==> config.mk <==
export PLATFORM = sky130hd
export DESIGN_NAME = stride_xfer_engine
export DESIGN_NICKNAME = d
export VERILOG_FILES = /design/src/rtl/xfer_pkg.sv /design/src/rtl/xfer_addr_gen.sv /design/src/rtl/xfer_ctrl.sv /design/src/rtl/stride_xfer_engine.sv
export SDC_FILE = /design/constraint.sdc
export NUM_CORES = 1
export LEC_CHECK = 0
export BUFFER_PORTS_ARGS = -buffer_cell sky130_fd_sc_hd__buf_2
export CORE_MARGIN = 4
export CORE_UTILIZATION = 52
export CTS_BUF_LIST = sky130_fd_sc_hd__clkbuf_16
export DETAILED_ROUTE_END_ITERATION = 16
export PLACE_DENSITY = 0.88
export SYNTH_ARGS = -nofsm -noshare
export SYNTH_HDL_FRONTEND = slang
export SYNTH_SLANG_ARGS = --single-unit
==> constraint.sdc <==
create_clock -name clk -period 2.6 [get_ports clk]
set_input_delay 0.26 -clock clk [delete_from_list [all_inputs] [get_ports clk]]
set_output_delay 0.26 -clock clk [all_outputs]
set_load 0.02 [all_outputs]
==> src/rtl/xfer_pkg.sv <==
package xfer_pkg;
  typedef enum logic [2:0] {
    XS_IDLE    = 3'd0,
    XS_RD_REQ  = 3'd1,
    XS_RD_WAIT = 3'd2,
    XS_SP_RD   = 3'd3,
    XS_SP_LAT  = 3'd4,
    XS_WR_REQ  = 3'd5,
    XS_FIN     = 3'd6
  } xfer_state_e;

  localparam logic DIR_LOAD  = 1'b0;
  localparam logic DIR_STORE = 1'b1;
endpackage

==> src/rtl/xfer_addr_gen.sv <==
module xfer_addr_gen #(
  parameter int SP_AW  = 10,
  parameter int OFF_AW = 16,
  parameter int LEN_W  = 8,
  parameter int CNT_W  = 8
) (
  input  logic              clk,
  input  logic              rst_n,
  input  logic              load,
  input  logic              step,
  input  logic [SP_AW-1:0]  sp_base,
  input  logic [OFF_AW-1:0] off_base,
  input  logic [LEN_W-1:0]  blk_len,
  input  logic [OFF_AW-1:0] stride,
  input  logic [CNT_W-1:0]  blk_cnt,
  output logic [SP_AW-1:0]  sp_addr,
  output logic [OFF_AW-1:0] off_addr,
  output logic              last
);
  localparam logic [LEN_W-1:0] LEN_ONE = LEN_W'(1);
  localparam logic [CNT_W-1:0] CNT_ONE = CNT_W'(1);

  logic [LEN_W-1:0]  len_q, j_q, j_d;
  logic [CNT_W-1:0]  cnt_q, i_q, i_d;
  logic [OFF_AW-1:0] stride_q, row_q, row_d, off_q, off_d;
  logic [SP_AW-1:0]  sp_q, sp_d;
  logic              blk_end, upd;

  assign blk_end = (j_q == len_q - LEN_ONE);
  assign last    = blk_end && (i_q == cnt_q - CNT_ONE);
  assign upd     = load || step;

  always_comb begin
    if (load) begin
      j_d   = '0;
      i_d   = '0;
      row_d = off_base;
      off_d = off_base;
      sp_d  = sp_base;
    end else if (blk_end) begin
      j_d   = '0;
      i_d   = i_q + CNT_ONE;
      row_d = row_q + stride_q;
      off_d = row_q + stride_q;
      sp_d  = sp_q + SP_AW'(1);
    end else begin
      j_d   = j_q + LEN_ONE;
      i_d   = i_q;
      row_d = row_q;
      off_d = off_q + OFF_AW'(1);
      sp_d  = sp_q + SP_AW'(1);
    end
  end

  always_ff @(posedge clk or negedge rst_n) begin
    if (!rst_n) begin
      len_q    <= '0;
      cnt_q    <= '0;
      stride_q <= '0;
    end else if (load) begin
      len_q    <= blk_len;
      cnt_q    <= blk_cnt;
      stride_q <= stride;
    end
  end

  always_ff @(posedge clk or negedge rst_n) begin
    if (!rst_n) begin
      j_q   <= '0;
      i_q   <= '0;
      row_q <= '0;
      off_q <= '0;
      sp_q  <= '0;
    end else if (upd) begin
      j_q   <= j_d;
      i_q   <= i_d;
      row_q <= row_d;
      off_q <= off_d;
      sp_q  <= sp_d;
    end
  end

  assign sp_addr  = sp_q;
  assign off_addr = off_q;
endmodule

==> src/rtl/xfer_ctrl.sv <==
module xfer_ctrl
  import xfer_pkg::*;
(
  input  logic clk,
  input  logic rst_n,
  input  logic cmd_valid,
  input  logic cmd_dir,
  input  logic cmd_zero,
  input  logic mem_gnt,
  input  logic mem_rvalid,
  input  logic last,
  output logic cmd_ready,
  output logic accept,
  output logic step,
  output logic mem_req,
  output logic mem_we,
  output logic sp_we,
  output logic sp_re,
  output logic cap_en,
  output logic done
);
  xfer_state_e st_q, st_d;

  assign cmd_ready = (st_q == XS_IDLE);
  assign accept    = cmd_ready && cmd_valid;
  assign mem_req   = (st_q == XS_RD_REQ) || (st_q == XS_WR_REQ);
  assign mem_we    = (st_q == XS_WR_REQ);
  assign sp_we     = (st_q == XS_RD_WAIT) && mem_rvalid;
  assign sp_re     = (st_q == XS_SP_RD);
  assign cap_en    = (st_q == XS_SP_LAT);
  assign done      = (st_q == XS_FIN);
  assign step      = sp_we || ((st_q == XS_WR_REQ) && mem_gnt);

  always_comb begin
    st_d = st_q;
    unique case (st_q)
      XS_IDLE: begin
        if (cmd_valid) begin
          if (cmd_zero)                st_d = XS_FIN;
          else if (cmd_dir == DIR_LOAD) st_d = XS_RD_REQ;
          else                         st_d = XS_SP_RD;
        end
      end
      XS_RD_REQ:  if (mem_gnt) st_d = XS_RD_WAIT;
      XS_RD_WAIT: if (mem_rvalid) st_d = last ? XS_FIN : XS_RD_REQ;
      XS_SP_RD:   st_d = XS_SP_LAT;
      XS_SP_LAT:  st_d = XS_WR_REQ;
      XS_WR_REQ:  if (mem_gnt) st_d = last ? XS_FIN : XS_SP_RD;
      XS_FIN:     st_d = XS_IDLE;
      default:    st_d = XS_IDLE;
    endcase
  end

  always_ff @(posedge clk or negedge rst_n) begin
    if (!rst_n) st_q <= XS_IDLE;
    else        st_q <= st_d;
  end
endmodule

==> src/rtl/stride_xfer_engine.sv <==
module stride_xfer_engine #(
  parameter int DATA_W = 32,
  parameter int SP_AW  = 10,
  parameter int OFF_AW = 16,
  parameter int LEN_W  = 8,
  parameter int CNT_W  = 8
) (
  input  logic              clk,
  input  logic              rst_n,
  input  logic              cmd_valid,
  output logic              cmd_ready,
  input  logic              cmd_dir,
  input  logic [SP_AW-1:0]  cmd_sp_base,
  input  logic [OFF_AW-1:0] cmd_off_base,
  input  logic [LEN_W-1:0]  cmd_blk_len,
  input  logic [OFF_AW-1:0] cmd_stride,
  input  logic [CNT_W-1:0]  cmd_blk_cnt,
  output logic              mem_req,
  output logic              mem_we,
  output logic [OFF_AW-1:0] mem_addr,
  output logic [DATA_W-1:0] mem_wdata,
  input  logic              mem_gnt,
  input  logic              mem_rvalid,
  input  logic [DATA_W-1:0] mem_rdata,
  output logic              sp_we,
  output logic              sp_re,
  output logic [SP_AW-1:0]  sp_addr,
  output logic [DATA_W-1:0] sp_wdata,
  input  logic [DATA_W-1:0] sp_rdata,
  output logic              done
);
  logic accept, step, cap_en, last, cmd_zero;
  logic [DATA_W-1:0] wbuf_q;

  assign cmd_zero = (cmd_blk_len == '0) || (cmd_blk_cnt == '0);

  xfer_ctrl u_ctrl (
    .clk        (clk),
    .rst_n      (rst_n),
    .cmd_valid  (cmd_valid),
    .cmd_dir    (cmd_dir),
    .cmd_zero   (cmd_zero),
    .mem_gnt    (mem_gnt),
    .mem_rvalid (mem_rvalid),
    .last       (last),
    .cmd_ready  (cmd_ready),
    .accept     (accept),
    .step       (step),
    .mem_req    (mem_req),
    .mem_we     (mem_we),
    .sp_we      (sp_we),
    .sp_re      (sp_re),
    .cap_en     (cap_en),
    .done       (done)
  );

  xfer_addr_gen #(
    .SP_AW  (SP_AW),
    .OFF_AW (OFF_AW),
    .LEN_W  (LEN_W),
    .CNT_W  (CNT_W)
  ) u_agen (
    .clk      (clk),
    .rst_n    (rst_n),
    .load     (accept),
    .step     (step),
    .sp_base  (cmd_sp_base),
    .off_base (cmd_off_base),
    .blk_len  (cmd_blk_len),
    .stride   (cmd_stride),
    .blk_cnt  (cmd_blk_cnt),
    .sp_addr  (sp_addr),
    .off_addr (mem_addr),
    .last     (last)
  );

  always_ff @(posedge clk or negedge rst_n) begin
    if (!rst_n)      wbuf_q <= '0;
    else if (cap_en) wbuf_q <= sp_rdata;
  end

  assign mem_wdata = wbuf_q;
  assign sp_wdata  = mem_rdata;
endmodule

Yosys cells after proc, flatten, opt, wreduce, memory -nomap -nowiden
Cells that the tools add are included.

Register bits: 125. Bits in read-only memories: 0. Input bits: 128. Bits in latches: 0. Bits in writable memories: 0. Memories kept: 0.

Mux-type cells: 18. Multipliers: 0. Reductions and logical operators: 14. Bitwise operators: 0. Shifts and indexed selects: 0. $add $sub $neg: 7. Equality and inequality tests: 12. Magnitude comparators: 0. Div/mod/pow operators: 0.

Operators by type and width (number): $mux W16 (4); $mux W8 (4); $mux W3 (7); $pmux W3 S6 (1); $add A16 B1 Y16 const B (1); $add A16 B16 Y16 (1); $add A8 B1 Y8 const B (2); $eq A8 B8 Y1 (2); $logic_not A8 Y1 (2); $sub A8 B1 Y8 const B (2); $add A10 B1 Y10 const B (1); $mux W10 (1); $eq A3 B3 Y1 const B (3); $eq A3 B2 Y1 const B (2); $ne A2 B2 Y1 const B (3); $logic_and A1 B1 Y1 (4); $logic_or A1 B1 Y1 (4); $reduce_and A4 Y1 (1); $eq A3 B1 Y1 const B (1); $logic_not A3 Y1 (1); $mux W2 (1); $ne A2 B1 Y1 const B (1); $reduce_and A2 Y1 (1); $reduce_bool A2 Y1 (1).

Logic depth before layout (Yosys ltp)
Depth after elaboration: 6. Gate-level depth with buffers: 10. Gate-level depth less buffers: 10.

Cells and area by module
Synthesis repeated with hierarchy kept, for this count alone.

Cells, all modules: 741. Area total of the unflattened synthesis: 7594.8 µm².

Modules (own cells, without submodules): xfer_addr_gen (times used 1, sequential area each 2252.2 µm², cells an instance 592, area an instance 5639.2 µm²); stride_xfer_engine (times used 1, sequential area each 800.8 µm², cells an instance 107, area an instance 1621.6 µm²); xfer_ctrl (times used 1, sequential area each 75.1 µm², cells an instance 42, area an instance 334.1 µm²).

Worst setup path after synthesis
No wires, ideal clock.

Kind: register -> register. Start: reg u_agen.len_q[0]. End: reg u_agen.off_q[15], in the netlist u_agen.off_addr[15]. Cell stages (with the launch flop): 10. Clock period less this slack: 2.345 ns. Slack: 0.255 ns. Arrival: 2.226 ns. Library setup time: 0.119 ns. Path buffers: 1. Data required time: 2.481 ns. Path through: dfrtp_1 -> inv_1 -> ha_1 -> or3_1 -> a31oi_1 -> o2111ai_2 -> nand2b_1 -> buf_4 -> a2111o_1 -> and2_1.

Longest elaborated chain between the ends: 4.

RTL lines: start: declaration (line xfer_addr_gen.sv:23) `logic [LEN_W-1:0] len_q, j_q, j_d;`; start signal: assignment (line xfer_addr_gen.sv:61) `len_q <= blk_len;`; $sub A8 B1 Y8 (line xfer_addr_gen.sv:29) `assign blk_end = (j_q == len_q - LEN_ONE);`; $eq A8 B8 Y1 (line xfer_addr_gen.sv:29); $mux W16 (line xfer_addr_gen.sv:40) `end else if (blk_end) begin`; $mux W16 (line xfer_addr_gen.sv:34) `if (load) begin`; end signal: assignment (line xfer_addr_gen.sv:72) `off_q <= '0;`; end signal: assignment (line xfer_addr_gen.sv:78) `off_q <= off_d;`; end: declaration (line xfer_addr_gen.sv:25) `logic [OFF_AW-1:0] stride_q, row_q, row_d, off_q, off_d;`.

Every way passes these cells. A chain may end at the register's enable or synchronous reset.

Worst setup path in the final report
Start: reg u_agen.len_q[0]. End: reg u_agen.off_q[8], in the netlist u_agen.off_addr[8].

Same word-level chain as after synthesis.

==> metrics.txt <==
status=finished clean; most frequent cells in the layout=158 x buf_2, 148 x nand2_1, 125 x dfrtp_1, 67 x nor2_1, 33 x mux2_2; fin area=8715 µm²; number of vias per cell=5.636; Core Area=13450 µm²; Post-Place Cell Area=8115 µm²; final WL=18.87 mm; Synth Warn #=0; layout cell share with drive strength beyond 1=0.2679; largest area contributor in the netlist=dfrtp_1; crit path kind=reg -> reg; GPL Wtd Cong=0.8916; min cycle time layout=2505 ps; H-tree Lvls=4; syn nets=955; Worst path slowest cell=or4_1; Rows=42; Global Route Usage Sum=0.2383; final hold vios=0; DRT Pass-1 Iters=5; routed wire length per instance=16.73 µm; Area Growth Syn to Fin=19.78%; Cells after Synth=805; largest net degree at the start of global routing=87; unrepaired setup endpoints after global routing=false; CP Cell Sequence=buf_4 > or4_1 > o221ai_1 > nand2_1 > o2111ai_2 > buf_6 > buf_12 > mux2_2 > o211ai_1; Most used DFF post-synth=dfrtp_1; number of synthesized flops with an enable pin=0; I/O Pins=224; post-synthesis async set-or-reset flop share=1.000; top cell type's share of synthesized area=0.4299; slowest stage delay, CP=510 ps; worst slew pin tran=570.7 ps; WP data arrival=2840 ps; WHS=30.15 ps; synthesized area per cell=9.038 µm²; crit start category=register; Yosys reg bits=125; Final Cycle Share=0.9633; f_max=399.3 MHz; library cells used by synthesis=66; chip width=126.3 µm; peak supply drop=802.5 µV; IO Port Bufs=159; CTS tree=yes; total clock buffers created by CTS=17; Antenna Nets Post-Route=0; DIE AREA=15950 µm²; Crit path buffers/inverters=3; setup TNS=0 ps; Root Driver=clkbuf_16; Synth area leaders=dfrtp_1 43%, nand2_1 7.7%, mux2_2 5.1%, ha_1 3.6%, xnor2_1 3.6%; DRT iter0 DRCs=446; Final Setup Violations=0; Crit. End Element=register; antenna violations before repair=0; Post-route DRC=0; Final #Nets=1089; CP top delay family=simple AND/OR/NAND/NOR gates; Pins Over Slew Limit=0; register area share after synthesis=0.4299; vias=6357; GR Overflow Total=0; Max-Cap Viols=0; HP Class=in -> reg; Cell Pwr Density=1292 nW/µm²; clock transition at the registers of the reported paths=60 ps; CTS Sinks=125; vias in the first global route=6288; final clock skew=6.801 ps; Slew headroom=0.6196; CTS Buffer Depth=2; n_diodes=0; Die Y=126.3 µm; Synth Cell Area=7276 µm²; Leak Pwr=4.155 nW; post-detailed-placement half-perimeter wirelength=13.73 mm; WP data required=2930 ps; critical path fanouts, max=21; worst-skew pair later-pin latency=410 ps; first-pass GRT wire length=31.10 mm; Initial Util=0.5408; commonest non-fill, non-tap cell in the layout=buf_2
flip-flops by register name, indices dropped and copies added (netlist names), 10 cells and up:
name,flops
mem_wdata,32
u_agen.row_q,16
u_agen.sp_addr,10
u_agen.off_addr,16
u_agen.stride_q,16
repair_timing:
action / 4_1_cts / 5_1_grt
hold buffers: 1 / 0
setup endpoints to repair: 0 / 19
setup buffers: 0 / 2
hold endpoints to repair: 39 / 0
resized for setup: 0 / 7
final timing paths:
path	from	to	slack, ps	cells after the start
max	u_agen.len_q[0]	u_agen.off_addr[8]	100	9
min in group asynchronous	rst_n	u_agen.stride_q[7]	380	2
min reg2reg	u_agen.row_q[11]	u_agen.row_q[11]	500	1
max in group asynchronous	rst_n	u_agen.stride_q[15]	1500	3
min	cmd_stride[7]	u_agen.stride_q[7]	30	3
max reg2reg	u_agen.len_q[0]	u_agen.off_addr[8]	100	9
final cells by class:
class | instances | area [µm²]
Multi-Input combinational cell | 599 | 3729
Timing Repair Buffer | 185 | 1041
Inverter | 11 | 41.29
Tap cell | 176 | 220.2
Fill cell | 1132 | 4738
Clock inverter | 15 | 130.1
Clock buffer | 17 | 425.4
Sequential cell | 125 | 3128
Yosys cell counts, types with 5 or more instances:
cell type  instances
nand3_1           28
inv_1             11
and3_1             6
mux2_2            33
nand2b_1           7
clkbuf_1          29
nor4_1             6
buf_4             34
nand4_1           10
a21oi_1           32
o21ai_0           32
dfrtp_1          125
mux2i_1            5
nor2_1            68
a31oi_1           10
ha_1              21
nor3_1            15
nand2_1          149
nor2b_1            9
and2_1             6
xnor2_1           30
a21o_1             8
a211oi_1           7
o21ai_1            8
o21a_1             8
xor2_1            22
o211ai_1          12
o31ai_1            5
metrics by stage:
step	setup WS, ps	util	instances	power [mW]
2_1_floorplan	254.8	-	805	7.368
6_report	95.46	0.6478	1128	11.26
5_1_grt	0.1572	0.6478	1128	12.09
4_1_cts	44.60	0.6453	1126	11.23
3_5_place_dp	55.44	0.6032	1093	8.936
3_3_place_gp	147.9	0.6032	1093	8.731
worst register-to-register path, delay by kind of cell (launching register included):
kind	cells	cell delay [ps]
and+or+nand+nor	2	600
AOI/OAI and AO/OA	3	580
buffers and inverters	3	500
DFF	1	390
muxes	1	350
kinds of logic (layout without fill, tap and decap cells):
logic type               Yosys count  in the layout  synth area share
AO/OA/AOI/OAI                    162            162            0.1488
XOR/XNOR                          52             52           0.06260
AND/OR/NAND/NOR                  324            324            0.2003
multiplexers                      39             39           0.05950
buffers and inverters             81            228           0.06002
flip-flops                       125            125            0.4299
adder cells (fa/ha/maj)           22             22           0.03886
report_power, final:
part,internal (mW),total (mW),switching (mW)
Combinational,2.29,5.49,3.20
Clock,1.38,2.24,0.858
Sequential,2.77,3.53,0.757
Total,6.44,11.3,4.82
routing by layer:
metal,GRT usage,vias to the layer above,wire length (µm)
met2,0.3844,213,9332
met4,0.09527,0,397
li1,-,3064,-
met3,0.05123,37,1095
met1,0.3145,3043,8042
met5,0,-,0
No activity file was read; power rests on OpenSTA's default activity.
